--- src/rtl/brk_pkg.sv ---
package brk_pkg;

  localparam logic [7:0] BRK_OPCODE = 8'h00;

  typedef enum logic [1:0] {
    ST_RUN  = 2'd0,
    ST_SPIN = 2'd1,
    ST_AWAY = 2'd2,
    ST_HALT = 2'd3
  } brk_state_t;

endpackage

--- src/rtl/brk_rst_sync.sv ---
module brk_rst_sync #(
  parameter int STAGES = 2
) (
  input  logic clk,
  input  logic rst_n,
  output logic rst_sync_n
);

  logic [STAGES-1:0] chain_q;

  always_ff @(posedge clk or negedge rst_n) begin
    if (!rst_n) chain_q <= '0;
    else        chain_q <= {chain_q[STAGES-2:0], 1'b1};
  end

  assign rst_sync_n = chain_q[STAGES-1];

endmodule

--- src/rtl/brk_match.sv ---
module brk_match #(
  parameter int OP_W = 8,
  parameter int PC_W = 16
) (
  input  logic            clk,
  input  logic            dec_valid,
  input  logic [OP_W-1:0] dec_opcode,
  input  logic [PC_W-1:0] dec_pc,
  input  logic            save_en,
  output logic            brk_hit,
  output logic            pc_match
);

  import brk_pkg::*;

  logic [PC_W-1:0] saved_pc_q;
  logic [PC_W-1:0] saved_pc_d;

  assign brk_hit  = dec_valid && (dec_opcode == OP_W'(BRK_OPCODE));
  assign pc_match = (dec_pc == saved_pc_q);

  always_comb begin
    saved_pc_d = saved_pc_q;
    if (save_en) saved_pc_d = dec_pc;
  end

  always_ff @(posedge clk) begin
    if (save_en) saved_pc_q <= saved_pc_d;
  end

endmodule

--- src/rtl/brk_fsm.sv ---
module brk_fsm (
  input  logic clk,
  input  logic rst_sync_n,
  input  logic brk_hit,
  input  logic pc_match,
  input  logic brk_en,
  input  logic spin_en,
  input  logic irq_req,
  input  logic dma_req,
  input  logic dbg_req,
  input  logic resume,
  output logic save_en,
  output logic cpu_stall,
  output logic spin_idle,
  output logic dbg_mode,
  output logic as_nop
);

  import brk_pkg::*;

  brk_state_t st_q, st_d;
  logic       dbg_q, dbg_d;
  logic       nop_q, nop_d;

  always_comb begin
    st_d    = st_q;
    save_en = 1'b0;
    nop_d   = 1'b0;
    if (dbg_req) begin
      st_d = ST_HALT;
    end else begin
      unique case (st_q)
        ST_RUN: begin
          if (brk_hit) begin
            if (!brk_en)      nop_d = 1'b1;
            else if (spin_en) begin
              st_d    = ST_SPIN;
              save_en = 1'b1;
            end else          st_d = ST_HALT;
          end
        end
        ST_SPIN: begin
          if (irq_req || dma_req) begin
            st_d = ST_AWAY;
          end else if (brk_hit && pc_match) begin
            if (!brk_en) begin
              st_d  = ST_RUN;
              nop_d = 1'b1;
            end else if (!spin_en) st_d = ST_HALT;
          end
        end
        ST_AWAY: begin
          if (brk_hit) begin
            if (!brk_en) begin
              nop_d = 1'b1;
              if (pc_match) st_d = ST_RUN;
            end else if (pc_match && spin_en) st_d = ST_SPIN;
            else                               st_d = ST_HALT;
          end
        end
        ST_HALT: begin
          if (resume) st_d = ST_RUN;
        end
        default: st_d = ST_RUN;
      endcase
    end
    dbg_d = (st_d == ST_HALT);
  end

  always_ff @(posedge clk or negedge rst_sync_n) begin
    if (!rst_sync_n) begin
      st_q  <= ST_RUN;
      dbg_q <= 1'b0;
      nop_q <= 1'b0;
    end else begin
      st_q  <= st_d;
      dbg_q <= dbg_d;
      nop_q <= nop_d;
    end
  end

  assign cpu_stall = (st_q == ST_HALT);
  assign spin_idle = (st_q == ST_SPIN);
  assign dbg_mode  = dbg_q;
  assign as_nop    = nop_q;

  AST_STALL_IMPLIES_DBG: assert property (@(posedge clk) disable iff (!rst_sync_n)
    cpu_stall |-> dbg_mode);
  AST_SPIN_NOT_STALLED: assert property (@(posedge clk) disable iff (!rst_sync_n)
    spin_idle |-> !cpu_stall);
  AST_NOP_NEEDS_DISABLED: assert property (@(posedge clk) disable iff (!rst_sync_n)
    brk_hit && brk_en && !dbg_req |=> !as_nop);
  AST_REQ_LEAVES_SPIN: assert property (@(posedge clk) disable iff (!rst_sync_n)
    spin_idle && (irq_req || dma_req) && !dbg_req |=> !spin_idle && !cpu_stall);
  AST_DBG_HELD: assert property (@(posedge clk) disable iff (!rst_sync_n)
    dbg_mode && !resume |=> dbg_mode);
  AST_REQ_WINS: assert property (@(posedge clk) disable iff (!rst_sync_n)
    dbg_req |=> cpu_stall && dbg_mode);

endmodule

--- src/rtl/brk_ctl_unit.sv ---
module brk_ctl_unit #(
  parameter int PC_W = 16,
  parameter int OP_W = 8,
  parameter int RST_STAGES = 2
) (
  input  logic            clk,
  input  logic            rst_n,
  input  logic            dec_valid,
  input  logic [OP_W-1:0] dec_opcode,
  input  logic [PC_W-1:0] dec_pc,
  input  logic            brk_en,
  input  logic            spin_en,
  input  logic            irq_req,
  input  logic            dma_req,
  input  logic            dbg_req,
  input  logic            resume,
  output logic            cpu_stall,
  output logic            spin_idle,
  output logic            dbg_mode,
  output logic            as_nop,
  output logic            cmd_ok
);

  logic rst_sync_n;
  logic brk_hit;
  logic pc_match;
  logic save_en;

  brk_rst_sync #(.STAGES(RST_STAGES)) u_rst (
    .clk        (clk),
    .rst_n      (rst_n),
    .rst_sync_n (rst_sync_n)
  );

  brk_match #(.OP_W(OP_W), .PC_W(PC_W)) u_match (
    .clk        (clk),
    .dec_valid  (dec_valid),
    .dec_opcode (dec_opcode),
    .dec_pc     (dec_pc),
    .save_en    (save_en),
    .brk_hit    (brk_hit),
    .pc_match   (pc_match)
  );

  brk_fsm u_fsm (
    .clk        (clk),
    .rst_sync_n (rst_sync_n),
    .brk_hit    (brk_hit),
    .pc_match   (pc_match),
    .brk_en     (brk_en),
    .spin_en    (spin_en),
    .irq_req    (irq_req),
    .dma_req    (dma_req),
    .dbg_req    (dbg_req),
    .resume     (resume),
    .save_en    (save_en),
    .cpu_stall  (cpu_stall),
    .spin_idle  (spin_idle),
    .dbg_mode   (dbg_mode),
    .as_nop     (as_nop)
  );

  assign cmd_ok = cpu_stall && dbg_mode;

  AST_NO_CMD_WHILE_SPIN: assert property (@(posedge clk) disable iff (!rst_sync_n)
    spin_idle |-> !cmd_ok);
  AST_OTHER_OPCODE_INERT: assert property (@(posedge clk) disable iff (!rst_sync_n)
    cpu_stall && dec_valid && (dec_opcode != '0) && !resume |=> cpu_stall);

endmodule

--- config.mk ---
export PLATFORM = sky130hd
export DESIGN_NAME = brk_ctl_unit
export DESIGN_NICKNAME = d
export VERILOG_FILES = /design/src/rtl/brk_pkg.sv /design/src/rtl/brk_rst_sync.sv /design/src/rtl/brk_match.sv /design/src/rtl/brk_fsm.sv /design/src/rtl/brk_ctl_unit.sv
export SDC_FILE = /design/constraint.sdc
export NUM_CORES = 1
export LEC_CHECK = 0
export BUFFER_PORTS_ARGS = -buffer_cell sky130_fd_sc_hd__buf_2
export CAP_MARGIN = 40
export CORE_MARGIN = 10
export CORE_UTILIZATION = 44
export DETAILED_ROUTE_END_ITERATION = 7
export GPL_TIMING_DRIVEN = 1
export PLACE_DENSITY = 0.82
export SYNTH_ARGS = -nofsm -noshare
export SYNTH_HDL_FRONTEND = slang
export SYNTH_SLANG_ARGS = --single-unit
export TNS_END_PERCENT = 100
--- constraint.sdc ---
create_clock -name clk -period 0.85 [get_ports clk]
set_input_delay 0.085 -clock clk [delete_from_list [all_inputs] [get_ports clk]]
set_output_delay 0.085 -clock clk [all_outputs]
set_load 0.01 [all_outputs]
### Word-level counts from Yosys, hierarchy flattened

Cells that the tools add are included.

| storage, ports and cells | value |
|---|---|
| input bits | 33 |
| output and inout bits | 5 |
| register bits after elaboration | 22 |
| logic and storage cells | 43 |

| cells by class | value |
|---|---|
| equality and inequality tests | 5 |
| multiplexer cells | 25 |
| reductions and logical operators | 8 |

Operators with widths:

| operator | count |
|---|---|
| $mux 2 | 13 |
| $eq 16x16->1 | 1 |
| $mux 1 | 10 |
| $logic_not 8->1 | 1 |
| $pmux 2 s4 | 1 |
| $eq 2x2->1 const B | 3 |
| $logic_and 1x1->1 | 4 |
| $eq 2x1->1 const B | 1 |
| $logic_not 2->1 | 1 |
| $pmux 1 s2 | 1 |
| $reduce_or 2->1 | 1 |
| $logic_or 1x1->1 | 1 |

### Longest topological paths before layout

| logic depth | value |
|---|---|
| depth in word-level cells | 8 |
| mapped depth | 6 |
| gate-level depth less buffers | 5 |

### Hierarchy

From an unflattened synthesis, not the netlist that was laid out.

| unflattened totals | value |
|---|---|
| cells, all modules | 70 |
| area total of the unflattened synthesis | 978.4 um2 |

Modules (own cells, without submodules):

| module | instances | cells each | sequential area each (um2) | area an instance (um2) |
|---|---|---|---|---|
| brk_match | 1 | 40 | 480.5 | 684.4 |
| brk_fsm | 1 | 26 | 100.1 | 234.0 |
| brk_rst_sync | 1 | 3 | 50.0 | 53.8 |
| brk_ctl_unit | 1 | 1 | 0.0 | 6.3 |

### Worst setup path after synthesis

Ideal clock, no wire load.

| timing | value |
|---|---|
| kind | reg-to-reg |
| from | reg u_fsm.st_q[0] |
| to | reg u_match.saved_pc_q[0] (enable) |
| clock period less this slack | 1941 ps |
| buffers on the path | 1 |
| required time | 462 ps |
| data arrival time | 1553 ps |
| stages on the path, launching flop included | 5 |
| setup time | 388 ps |
| slack | -1091 ps |
| path through | dfrtp_1 -> clkbuf_1 -> nor3_1 -> nand3_1 -> nor2_1 |

| between the ends | value |
|---|---|
| word-level cells in the longest chain between the ends | 3 |

RTL lines:

| item | line | text |
|---|---|---|
| start: declaration | brk_fsm.sv:21 | `brk_state_t st_q, st_d;` |
| start signal: assignment | brk_fsm.sv:76 | `st_q <= st_d;` |
| $logic_not 2->1 | brk_fsm.sv:32 | `unique case (st_q)` |
| $mux 1 | brk_fsm.sv:32 |  |
| $mux 1 | brk_fsm.sv:29 | `if (dbg_req) begin` |
| via save_en | brk_ctl_unit.sv:27 | `logic save_en;` |
| end signal: assignment | brk_match.sv:28 | `if (save_en) saved_pc_q <= saved_pc_d;` |
| end: declaration | brk_match.sv:16 | `logic [PC_W-1:0] saved_pc_q;` |

The timed path passes the listed nets, and every way through them passes these cells.
A chain may end at the register's enable or synchronous reset.

### Worst setup path in the final report

| timing | value |
|---|---|
| from | reg u_match.saved_pc_q[7] |
| to | reg u_fsm.nop_q (netlist: u_fsm.as_nop) |

| between the ends | value |
|---|---|
| word-level cells in the longest chain between the ends | 6 |

RTL lines:

| item | line | text |
|---|---|---|
| $eq 16x16->1 | brk_match.sv:20 | `assign pc_match = (dec_pc == saved_pc_q);` |
| $logic_and 1x1->1 | brk_fsm.sv:45 | `end else if (brk_hit && pc_match) begin` |
| $mux 1 | brk_fsm.sv:45 |  |
| $mux 1 | brk_fsm.sv:43 | `if (irq_req \|\| dma_req) begin` |
| $pmux 1 s2 | brk_fsm.sv:32 |  |
| $mux 1 | brk_fsm.sv:29 |  |
| via u_fsm.nop_d | brk_fsm.sv:23 | `logic nop_q, nop_d;` |
| end signal: assignment | brk_fsm.sv:78 | `nop_q <= nop_d;` |
| end: declaration | brk_fsm.sv:23 |  |

The timed path passes the listed nets, and every way through them passes these cells.

==> key figures <==
Run status
  – Status: finished with violations
  – Violations in the final reports: setup timing

Clock tree
  – H-Tree Depth: 1
  – TritonCTS clock tree: built
  – Number of buffers created by CTS: 3
  – Clock-pin transition on the worst setup and hold timing paths: 0.12 ns
  – Root buf cell: clkbuf_4
  – Clock Tree Buf Depth: 2
  – Worst-skew pair later-pin latency: 0.32 ns
  – Num Clock Sinks: 22

Synthesis
  – Async SR Flop Fraction: 27.3%
  – Count of mapped cells out of synthesis: 77
  – Number of nets in the synthesized netlist: 110
  – Cell area after technology mapping: 0.00101 sq mm
  – Number of warnings reported in the yosys synthesis log: 0
  – Number of enable-type register cells in the synthesized netlist: 16
  – Most instantiated flip-flop cell in the synthesis netlist: edfxtp_1
  – Synthesis-stage register bit count: 22
  – Sequential area share after synthesis: 62.5%
  – Mean instance size in the synthesized netlist: 13.1 sq um
  – Yosys cell types: 27

Worst setup path
  – Nature of the critical path startpoint: flop
  – Data arrival time of the worst path: 2.13 ns
  – Critical Path Sink Type: flop
  – Largest driver fanout on the critical path: 2
  – Crit Path Class: reg2reg
  – Worst endpoint required time: 1.08 ns
  – Reg2Reg Depth: 5

Place
  – Buffers on Ports: 37
  – Detailed-placement wirelength estimate: 1900 um
  – Gpl congestion: 0.846

STA
  – Worst slew pin tran: 0.557 ns
  – FMAX: 527 MHz
  – Worst clock skew: 0.00702 ns
  – Final worst path period share: 223%
  – Max-slew headroom at the worst pin: 62.4%
  – Final count of hold timing violations: 0
  – Final number of max-transition violations: 0
  – Final Worst Setup Slack: -1.05 ns
  – Setup repair after global routing missed its margin: yes
  – Post-route setup TNS: -15.47 ns
  – Total setup violations reported at the end of the flow: 25
  – Final Critical Period: 1.90 ns

Floorplanning
  – Core region area: 0.00219 sq mm
  – Starting utilization of the core area: 46.0%
  – Std-Cell Rows: 17
  – Die footprint: 0.00461 sq mm
  – Overall die height: 67.9 um
  – Ports: 38
  – Horiz. Die Dim: 67.9 um

Finish
  – Fraction of final layout cells with drive strength greater than 1: 51.6%
  – Synthesis-to-finish area growth: 73.7%
  – Diodes inserted: 0
  – Most common cell after layout, fill and taps aside: buf_2
  – Leading cell types in the layout, fill and taps excluded: 34 x buf_2, 16 x xor2_1, 16 x edfxtp_1
  – Total number of nets in the final design: 187
  – Final core utilization: 80.0%

Drt
  – Number of detailed-routing iterations run before antenna repair: 4
  – Met3 layer wire length in the routed design: 183 um
  – DRC: 0
  – Highest Signal Layer: met4
  – Average detailed-routed wire length per instance: 17.8 um
  – Via-to-Cell Ratio: 5.17
  – Count of routing violations after the opening detailed-route iteration: 68
  – Number of nets still failing antenna checks after routing: 0
  – DR WL met2: 1730 um
  – Vias after detailed routing: 936
  – Total wirelength of the detailed-routed design: 3230 um
  – Metal-1 WL: 1230 um

Global route
  – Total routing resource utilization after global routing: 14.7%
  – Wire length of the first global-routing pass: 5030 um
  – Vias in the first global route: 1010
  – Maximum number of pins on one net before global-route repair: 13
  – Overall overflow remaining after global route: 0
  – Antenna violations before repair: 0

Power and ir drop
  – Ratio of total power to cell area: 1270 mW/mm^2
  – Static leakage power: 0.000716 uW
  – Maximum ir drop on the vdd rail: 1.36 mV

Min path
  – Min-Delay Path Depth: 2
  – Hold crit path type: in2reg

Job
  – Count of maximum capacitance violations: 0
-- state kept, by name, indices dropped and copies added (netlist names) --
| name | count |
|---|---|
| u_rst.chain_q | 2 |
| u_fsm.dbg_mode | 1 |
| u_fsm.st_q | 2 |
| u_fsm.as_nop | 1 |
| u_match.saved_pc_q | 16 |
-- layer usage --
layer  global-route usage [%]  up-vias
li1                         -      441
met1                     16.5      455
met2                     25.5       31
met3                     4.40        9
met4                     5.78        0
met5                        0        -
-- power breakdown --
| group | switching [uW] | leakage, uW | internal [uW] |
|---|---|---|---|
| sequential | 36.8 | 0.000212 | 1180 |
| combinational | 206 | 0.000489 | 309 |
| clock | 316 | 0.0000150 | 184 |
| total | 559 | 0.000716 | 1670 |
-- path summary, 6_finish.rpt --
kind                                         end                   from  slack, ns
min reg2reg                       u_fsm.dbg_mode       u_rst.chain_q[1]       0.08
max reg2reg                         u_fsm.as_nop  u_match.saved_pc_q[7]      -1.05
min                        u_match.saved_pc_q[5]              dec_pc[5]       0.05
max in group asynchronous          u_fsm.st_q[1]       u_rst.chain_q[1]       0.56
min in group asynchronous       u_rst.chain_q[0]                  rst_n       0.06
max                                 u_fsm.as_nop  u_match.saved_pc_q[7]      -1.05
-- cells in the mapped netlist (2+ instances only) --
cell      count  area [sq um]
a21oi_1       2          10.0
nor4_1        5          31.3
nand4_1       3          18.8
xor2_1       16           140
nor2_1        7          26.3
nand2_1       2          7.51
edfxtp_1     16           480
and2_1        2          12.5
dfrtp_1       6           150
-- per-stage QoR --
step | hold slack [ns] | setup slack [ns] | cell area (sq um) | instances | total power [uW]
after floorplan | -0.211 | -0.968 | 1030 | 77 | 1350
after global placement | -0.128 | -1.08 | 1370 | 157 | 1530
after detailed placement | -0.128 | -1.10 | 1370 | 157 | 1540
after CTS | 0.0630 | -1.03 | 1690 | 179 | 2130
after global routing | 0.0355 | -1.14 | 1750 | 181 | 2340
final | 0.0469 | -1.05 | 1750 | 181 | 2230
-- final cells by class --
type / count / area [sq um]
sequential: 22 / 633
fill: 131 / 439
timing repair buffer: 73 / 561
clock buffer: 4 / 26.3
tap: 28 / 35.0
inverter: 1 / 3.75
multi-input combinational: 53 / 493
-- repair_timing --
item,4_1_cts,5_1_grt
endpoints found under the setup margin,25,25
hold buffers,15,0
resized for setup,19,10
endpoints found under the hold margin,16,0
buffers inserted,3,2
gates cloned,1,0
pin swaps,8,2
-- worst max-delay path: stages (launching register included) --
cell and delay, ns:
edfxtp_1 0.41, xor2_1 0.15, nor4_1 0.33, nand4_1 0.16
or4_4 0.45, a2111oi_4 0.30
-- cells by family (layout without fill, tap and decap cells) --
| kind of cell | Yosys count | after routing | synth area share (%) |
|---|---|---|---|
| other | 1 | 1 | 0.372 |
| AO/OA/AOI/OAI | 9 | 9 | 7.44 |
| XOR/XNOR | 16 | 16 | 13.9 |
| buffers and inverters | 2 | 78 | 0.744 |
| AND/OR/NAND/NOR | 27 | 27 | 15.0 |
| flip-flops | 22 | 22 | 62.5 |
No activity file was read; power rests on OpenSTA's default activity.
